File: src/rtl/shadow_pkg.sv
package shadow_pkg;

    localparam int DATA_W   = 8;
    localparam int ADDR_W   = 3;
    localparam int NUM_SYNC = 5;
    localparam int REQ_ADDR = NUM_SYNC;

    typedef struct packed {
        logic              en;
        logic [ADDR_W-1:0] addr;
        logic [DATA_W-1:0] data;
    } reg_wr_t;

    typedef logic [NUM_SYNC-1:0][DATA_W-1:0] bank_t;

    function automatic logic [DATA_W-1:0] reset_value(input int idx);
        case (idx)
            0:       return DATA_W'(8'h63);
            1:       return DATA_W'(8'h07);
            2:       return DATA_W'(8'h73);
            3:       return DATA_W'(8'h73);
            4:       return DATA_W'(8'h4A);
            default: return '0;
        endcase
    endfunction

    function automatic logic hits(input reg_wr_t w, input int idx);
        return w.en && (w.addr == ADDR_W'(idx));
    endfunction

endpackage

File: src/rtl/vsync_fall_detect.sv
module vsync_fall_detect (
    input  logic clk,
    input  logic rst,
    input  logic vsync_in,
    output logic fall_o
);
    logic meta_q, sync_q, prev_q;

    always_ff @(posedge clk) begin
        if (rst) begin
            meta_q <= 1'b0;
            sync_q <= 1'b0;
            prev_q <= 1'b0;
        end else begin
            meta_q <= vsync_in;
            sync_q <= meta_q;
            prev_q <= sync_q;
        end
    end

    assign fall_o = prev_q & ~sync_q;


    fall_single_chk: assert property (@(posedge clk) disable iff (rst)
        fall_o |=> !fall_o);

endmodule

File: src/rtl/update_ctrl.sv
module update_ctrl
    import shadow_pkg::*;
(
    input  logic    clk,
    input  logic    rst,
    input  reg_wr_t wr,
    input  logic    fall,
    output logic    load_o,
    output logic    hdr_bit7_o
);
    logic armed_q, done_q;
    logic req_wr, req_set, req_clr;

    assign req_wr  = hits(wr, REQ_ADDR);
    assign req_set = req_wr &  wr.data[0];
    assign req_clr = req_wr & ~wr.data[0];
    assign load_o  = armed_q & fall;

    always_ff @(posedge clk) begin
        if (rst) begin
            armed_q <= 1'b0;
            done_q  <= 1'b0;
        end else begin
            if (req_wr)
                armed_q <= wr.data[0];
            else if (load_o)
                armed_q <= 1'b0;

            if (req_clr)
                done_q <= 1'b0;
            else if (load_o)
                done_q <= 1'b1;
        end
    end

    assign hdr_bit7_o = ~done_q;


    mark_drop_chk: assert property (@(posedge clk) disable iff (rst)
        (load_o && !req_clr) |=> !hdr_bit7_o);


    mark_hold_chk: assert property (@(posedge clk) disable iff (rst)
        (!hdr_bit7_o && !req_clr) |=> !hdr_bit7_o);


    mark_clear_chk: assert property (@(posedge clk) disable iff (rst)
        req_clr |=> hdr_bit7_o);


    one_shot_chk: assert property (@(posedge clk) disable iff (rst)
        (load_o && !req_set) |=> !load_o);

endmodule

File: src/rtl/shadow_bank.sv
module shadow_bank
    import shadow_pkg::*;
(
    input  logic    clk,
    input  logic    rst,
    input  reg_wr_t wr,
    input  logic    load,
    output bank_t   active_o
);
    bank_t staged_q;
    bank_t active_q;

    for (genvar i = 0; i < NUM_SYNC; i++) begin : g_reg
        always_ff @(posedge clk) begin
            if (rst) begin
                staged_q[i] <= reset_value(i);
                active_q[i] <= reset_value(i);
            end else begin
                if (hits(wr, i))
                    staged_q[i] <= wr.data;
                if (load)
                    active_q[i] <= staged_q[i];
            end
        end
    end

    assign active_o = active_q;


    hold_chk: assert property (@(posedge clk) disable iff (rst)
        !load |=> $stable(active_q));


    commit_chk: assert property (@(posedge clk) disable iff (rst)
        load |=> (active_q == $past(staged_q)));

endmodule

File: src/rtl/vsync_shadow_regs.sv
module vsync_shadow_regs
    import shadow_pkg::*;
(
    input  logic       clk,
    input  logic       rst,
    input  logic       wr_en,
    input  logic [2:0] wr_addr,
    input  logic [7:0] wr_data,
    input  logic [2:0] rd_addr,
    output logic [7:0] rd_data,
    input  logic       vsync_in,
    output logic [7:0] quant_o,
    output logic [7:0] line_mode_o,
    output logic [7:0] budget_hi_o,
    output logic [7:0] budget_lo_o,
    output logic [7:0] polarity_o,
    output logic       hdr_bit7_o
);
    reg_wr_t wr;
    logic    fall, load;
    bank_t   active;

    assign wr = '{en: wr_en, addr: wr_addr, data: wr_data};

    vsync_fall_detect u_edge (
        .clk(clk), .rst(rst), .vsync_in(vsync_in), .fall_o(fall)
    );

    update_ctrl u_ctrl (
        .clk(clk), .rst(rst), .wr(wr), .fall(fall),
        .load_o(load), .hdr_bit7_o(hdr_bit7_o)
    );

    shadow_bank u_bank (
        .clk(clk), .rst(rst), .wr(wr), .load(load), .active_o(active)
    );

    always_comb begin
        rd_data = '0;
        for (int i = 0; i < NUM_SYNC; i++)
            if (rd_addr == ADDR_W'(i))
                rd_data = active[i];
    end

    assign quant_o     = active[0];
    assign line_mode_o = active[1];
    assign budget_hi_o = active[2];
    assign budget_lo_o = active[3];
    assign polarity_o  = active[4];


    req_read_zero_chk: assert property (@(posedge clk) disable iff (rst)
        (rd_addr >= ADDR_W'(NUM_SYNC)) |-> (rd_data == '0));

endmodule

File: config.mk
export PLATFORM = sky130hd
export DESIGN_NAME = vsync_shadow_regs
export DESIGN_NICKNAME = d
export VERILOG_FILES = /design/src/rtl/shadow_pkg.sv /design/src/rtl/vsync_fall_detect.sv /design/src/rtl/update_ctrl.sv /design/src/rtl/shadow_bank.sv /design/src/rtl/vsync_shadow_regs.sv
export SDC_FILE = /design/constraint.sdc
export NUM_CORES = 1
export LEC_CHECK = 0
export BUFFER_PORTS_ARGS = -buffer_cell sky130_fd_sc_hd__buf_2
export CAP_MARGIN = 20
export CORE_MARGIN = 4
export CORE_UTILIZATION = 55
export DETAILED_ROUTE_END_ITERATION = 16
export GPL_ROUTABILITY_DRIVEN = 0
export HOLD_SLACK_MARGIN = 0.1
export PLACE_DENSITY = 0.85
export SETUP_SLACK_MARGIN = 0.15
export SYNTH_ARGS = -nofsm -noshare
export SYNTH_HDL_FRONTEND = slang
export SYNTH_SLANG_ARGS = --single-unit
File: constraint.sdc
create_clock -name clk -period 1.7 [get_ports clk]
set_clock_uncertainty 0.2 [all_clocks]
set_input_delay 0.34 -clock clk [delete_from_list [all_inputs] [get_ports clk]]
set_output_delay 0.34 -clock clk [all_outputs]
set_load 0.005 [all_outputs]
# After elaboration in Yosys (flattened, before gate mapping)
# Index checks and enable logic that the tools add are counted.
word_totals:
  word_cells: 47
  inputBits: 18
  output_inout_bits: 49
  rom_bits: 0
  n_memories: 0
  ff_bits: 85
  latch_bits: 0
  mem_bits_rw: 0
op_classes:
  muxes: 7
  n_shift: 0
  order_cmp: 0
  div_mod_pow: 0
  reduce_logical: 10
  n_bitwise: 6
  eq_ne: 9
  multipliers: 0
  n_addsub: 0
op_table:
  columns: ["cell", "count"]
  rows:
  - ["$mux W8", 5]
  - ["$eq A3 B2 Y1 const B", 4]
  - ["$eq A3 B3 Y1 const B", 3]
  - ["$eq A3 B1 Y1 const B", 2]
  - ["$logic_and A1 B1 Y1", 6]
  - ["$logic_not A3 Y1", 2]
  - ["$and A1 B1 Y1", 3]
  - ["$not A1 Y1", 3]
  - ["$mux W1", 2]
  - ["$reduce_bool A2 Y1", 1]
  - ["$reduce_or A2 Y1", 1]

# Longest topological paths before layout
depth:
  ltp_word: 6
  ltp_mapped: 5

# By module
# From an unflattened synthesis, not the netlist that was laid out.
unflattened:
  hier_cells: 357
  area_unflattened_um2: 3622.2
by_module_without_submodules:
  columns: ["mod", "n_inst", "area_per_inst_um2", "cells_per_inst"]
  rows:
  - ["shadow_bank", 1, 3026.7, 283]
  - ["vsync_shadow_regs", 1, 404.1, 56]
  - ["update_ctrl", 1, 103.8, 11]
  - ["vsync_fall_detect", 1, 87.6, 7]

# Worst setup path before layout
# No wires, ideal clock.
synth_path:
  kind: "input to output"
  startpoint: "input port rd_addr[1]"
  endpoint: "output port rd_data[0]"
  arrival_time_ps: 1094
  path_buffers: 2
  stages: 5
  slack_ps: 66
  cell_sequence: "buf_4 -> buf_4 -> mux2i_1 -> a2bb2oi_1 -> o21ai_1"
synth_between:
  elab_chain_len: 6
synth_lines:
  columns: ["element", "line_no", "rtl"]
  rows:
  - ["from (decl)", "vsync_shadow_regs.sv:9", "input logic [2:0] rd_addr,"]
  - ["$logic_not A3 Y1", "vsync_shadow_regs.sv:41", "if (rd_addr == ADDR_W'(i))"]
  - ["$mux W8 (4 in a row)", "vsync_shadow_regs.sv:41", null]
  - ["$mux W8 *", "vsync_shadow_regs.sv:41", null]
  - ["to (decl)", "vsync_shadow_regs.sv:10", "output logic [7:0] rd_data,"]
# Mark *: on every way between the ends. The rest lies on a longest branch, timed or not.

# Worst setup path in the final report
layout_path:
  startpoint: "register u_bank.active_q (netlist bit u_bank.active_o[18])"
  endpoint: "output port rd_data[2]"
layout_between:
  elab_chain_len: 3
layout_lines:
  columns: ["element", "line_no", "rtl"]
  rows:
  - ["from (decl)", "shadow_bank.sv:11", "bank_t active_q;"]
  - ["from (signal, indexed assignment)", "shadow_bank.sv:17", "active_q[i] <= reset_value(i);"]
  - ["from (signal, indexed assignment)", "shadow_bank.sv:22", "active_q[i] <= staged_q[i];"]
  - ["$mux W8 (3 in a row)", "vsync_shadow_regs.sv:41", null]
# No other way between the ends.

==> results.toml <==
[outcome]
status = "complete, but fails checks"
violations = "setup timing"

[floorplanning]
rows = 28
pin_count = 67
start_util = 0.579
fp.dieW_microns = 87.7
chipHeight_microns = 87.7
die_area_sq_um = 7680
core_area_sq_um = 6030

[routing]
routed_wl_microns = 10000
antenna_left = 0
vias_per_cell = 5.87
vias = 3269
drc = 0
drtPass1Iterations = 7
wl_per_cell_microns = 18.0
drt_iter0_markers = 376

[place]
placedCellCount = 517
placed_area_sq_um = 4040
dp_hpwl_microns = 5760
io_buffers = 66

[timing]
finalHoldViolations = 0
period_minus_slack_ns = 1.90
fin_setup_tns_ns = -1.24
tightest_slew_ns = 0.308
fmax_mhz = 527
maxSlewHeadroom = 0.794
setup_viol = 8
rsz0062_at_grt = "yes"
fin_ws_ns = -0.197
slew_viol_final = 0
post-route-period-util = 1.12

[worst_setup_path]
rrSetupSlack_ns = 0.23
cp.required_ns = 1.16
worst-path-max-fanout = 3
reg2regPathDepth = 4
cp.arrival_ns = 1.36
cp-start-kind = "flop"
path_class = "flop to output port"
end_kind = "output port"

[clock_tree]
insertion_delay_ns = 0.36
clk_pin_slew_ns = 0.10
htree_levels = 3
cts_inserted_buffers = 9
cts_tree = "done"
cts_max_path_buffers = 2
cts-root-buf = "clkbuf_8"
cts.sinks = 85

[cells_and_area]
area_growth_syn_to_layout_pct = 34.1
finalNonFillerCells = 557
final_area_sq_um = 4680
final_common_cell = "nand2_1"
diodes = 0
nNetsFinal = 495
num-fill-cells = 363
layout_common_cells = "nand2_1, dfxtp_1, buf_2, a21oi_1, nor2_1"
drive_gt1_frac = 0.344
final_util = 0.776

[global_routing]
grt_overflow_total = 0
grt_pass1_vias = 3126
grt_pass1_wl_microns = 15200
grt_max_degree = 42
grt_usage = 0.259
antenna_found_initial = 0

[hold_path]
hold-path-cell-count = 3
min_path_type = "input port to flop"

[pwr]
p_per_area_nw_per_um2 = 855
vdd_drop_max_v = 0.000569
total_power_w = 0.00400
p_leak_nw = 1.91

[logic_synthesis]
yosysUniqueCellTypes = 31
syn_area_per_cell_sq_um = 9.04
netlist_instances = 386
synth_area_sq_um = 3490
seq_area_frac_synth = 0.488
synth-seq-cells = 85
yosysWarnings = 0
async_flop_share = 0
synth_edf_count = 0
synth_ff_type = "dfxtp_1"
syn-num-nets = 404

[flow_run]
maxCapViolations = 0
-- layer usage --
| layer | share of wire | vias to the layer above | global-route usage |
|---|---|---|---|
| met1 | 0.40 | 1563 | 0.317 |
| li1 | - | 1503 | - |
| met3 | 0.075 | 39 | 0.0452 |
| met2 | 0.48 | 164 | 0.431 |
| met4 | 0.041 | 0 | 0.144 |
| met5 | 0 | - | 0 |
-- synthesized netlist by cell type, drive strengths merged (8+ instances only) --
cell	n	area [sq um]
a21oi	31	155
buf	17	114
nor3	10	50.1
a211o	10	87.6
nor2b	15	93.8
nor2	27	101
dfxtp	85	1700
mux2i	27	270
nand3b	22	165
a22oi	8	60.1
nand2	81	304
mux2	8	90.1
clkbuf	15	56.3
-- worst paths after layout --
| kind | startpoint | endpoint |
|---|---|---|
| hold / removal | wr_data[4] | u_bank.staged_q[36] |
| hold reg to reg | u_edge.meta_q | u_edge.sync_q |
| setup reg to reg | u_edge.sync_q | u_bank.active_o[18] |
| setup / recovery | u_bank.active_o[18] | rd_data[2] |
-- registers in the layout, summed over array words and instances (netlist names) --
register / count
u_edge.prev_q: 1
u_edge.meta_q: 1
u_edge.sync_q: 1
u_bank.active_o: 40
u_ctrl.armed_q: 1
u_ctrl.done_q: 1
u_bank.staged_q: 40
-- critical path, cell delays in order, from the launching register on --
cell and delay (ns):
dfxtp_2 0.36, mux2i_1 0.17, a2bb2oi_1 0.22, o21ai_1 0.10, buf_2 0.14
-- metrics by stage --
stage	hold slack, ns	setup WS, ns
floorplan	0.214	0.150
global placement	0.219	-0.133
detailed placement	0.231	-0.177
CTS	0.104	-0.175
global route	0.125	-0.217
finish	0.107	-0.197
-- cells by family after synthesis --
| kind of cell | after synthesis | synth area share |
|---|---|---|
| flip-flops | 85 | 0.488 |
| AO/OA/AOI/OAI | 66 | 0.120 |
| buffers and inverters | 34 | 0.0509 |
| AND/OR/NAND/NOR | 166 | 0.238 |
| multiplexers | 35 | 0.103 |
-- where the power goes --
part / switching (W) / internal (W)
registers: 0.0000162 / 0.00202
logic: 0.000165 / 0.000183
clock network: 0.000741 / 0.000877
total: 0.000922 / 0.00308
-- timing repair --
action	in CTS	in global routing
pin swaps	10	2
endpoints found under the hold margin	17	0
endpoints found under the setup margin	8	8
cloned	3	0
hold buffers	8	0
resized for setup	28	18
buffers inserted	13	0
-- cell type report --
| type | instances | area (sq um) | area share |
|---|---|---|---|
| timing repair buffer | 112 | 900 | 0.192 |
| multi-input combinational | 267 | 1720 | 0.368 |
| clock inverter | 6 | 92.6 | 0.0198 |
| inverter | 2 | 7.51 | 0.00160 |
| clock buffer | 10 | 138 | 0.0294 |
| tap | 75 | 93.8 | 0.0201 |
| sequential | 85 | 1720 | 0.369 |
No activity file was read; power rests on OpenSTA's default activity.
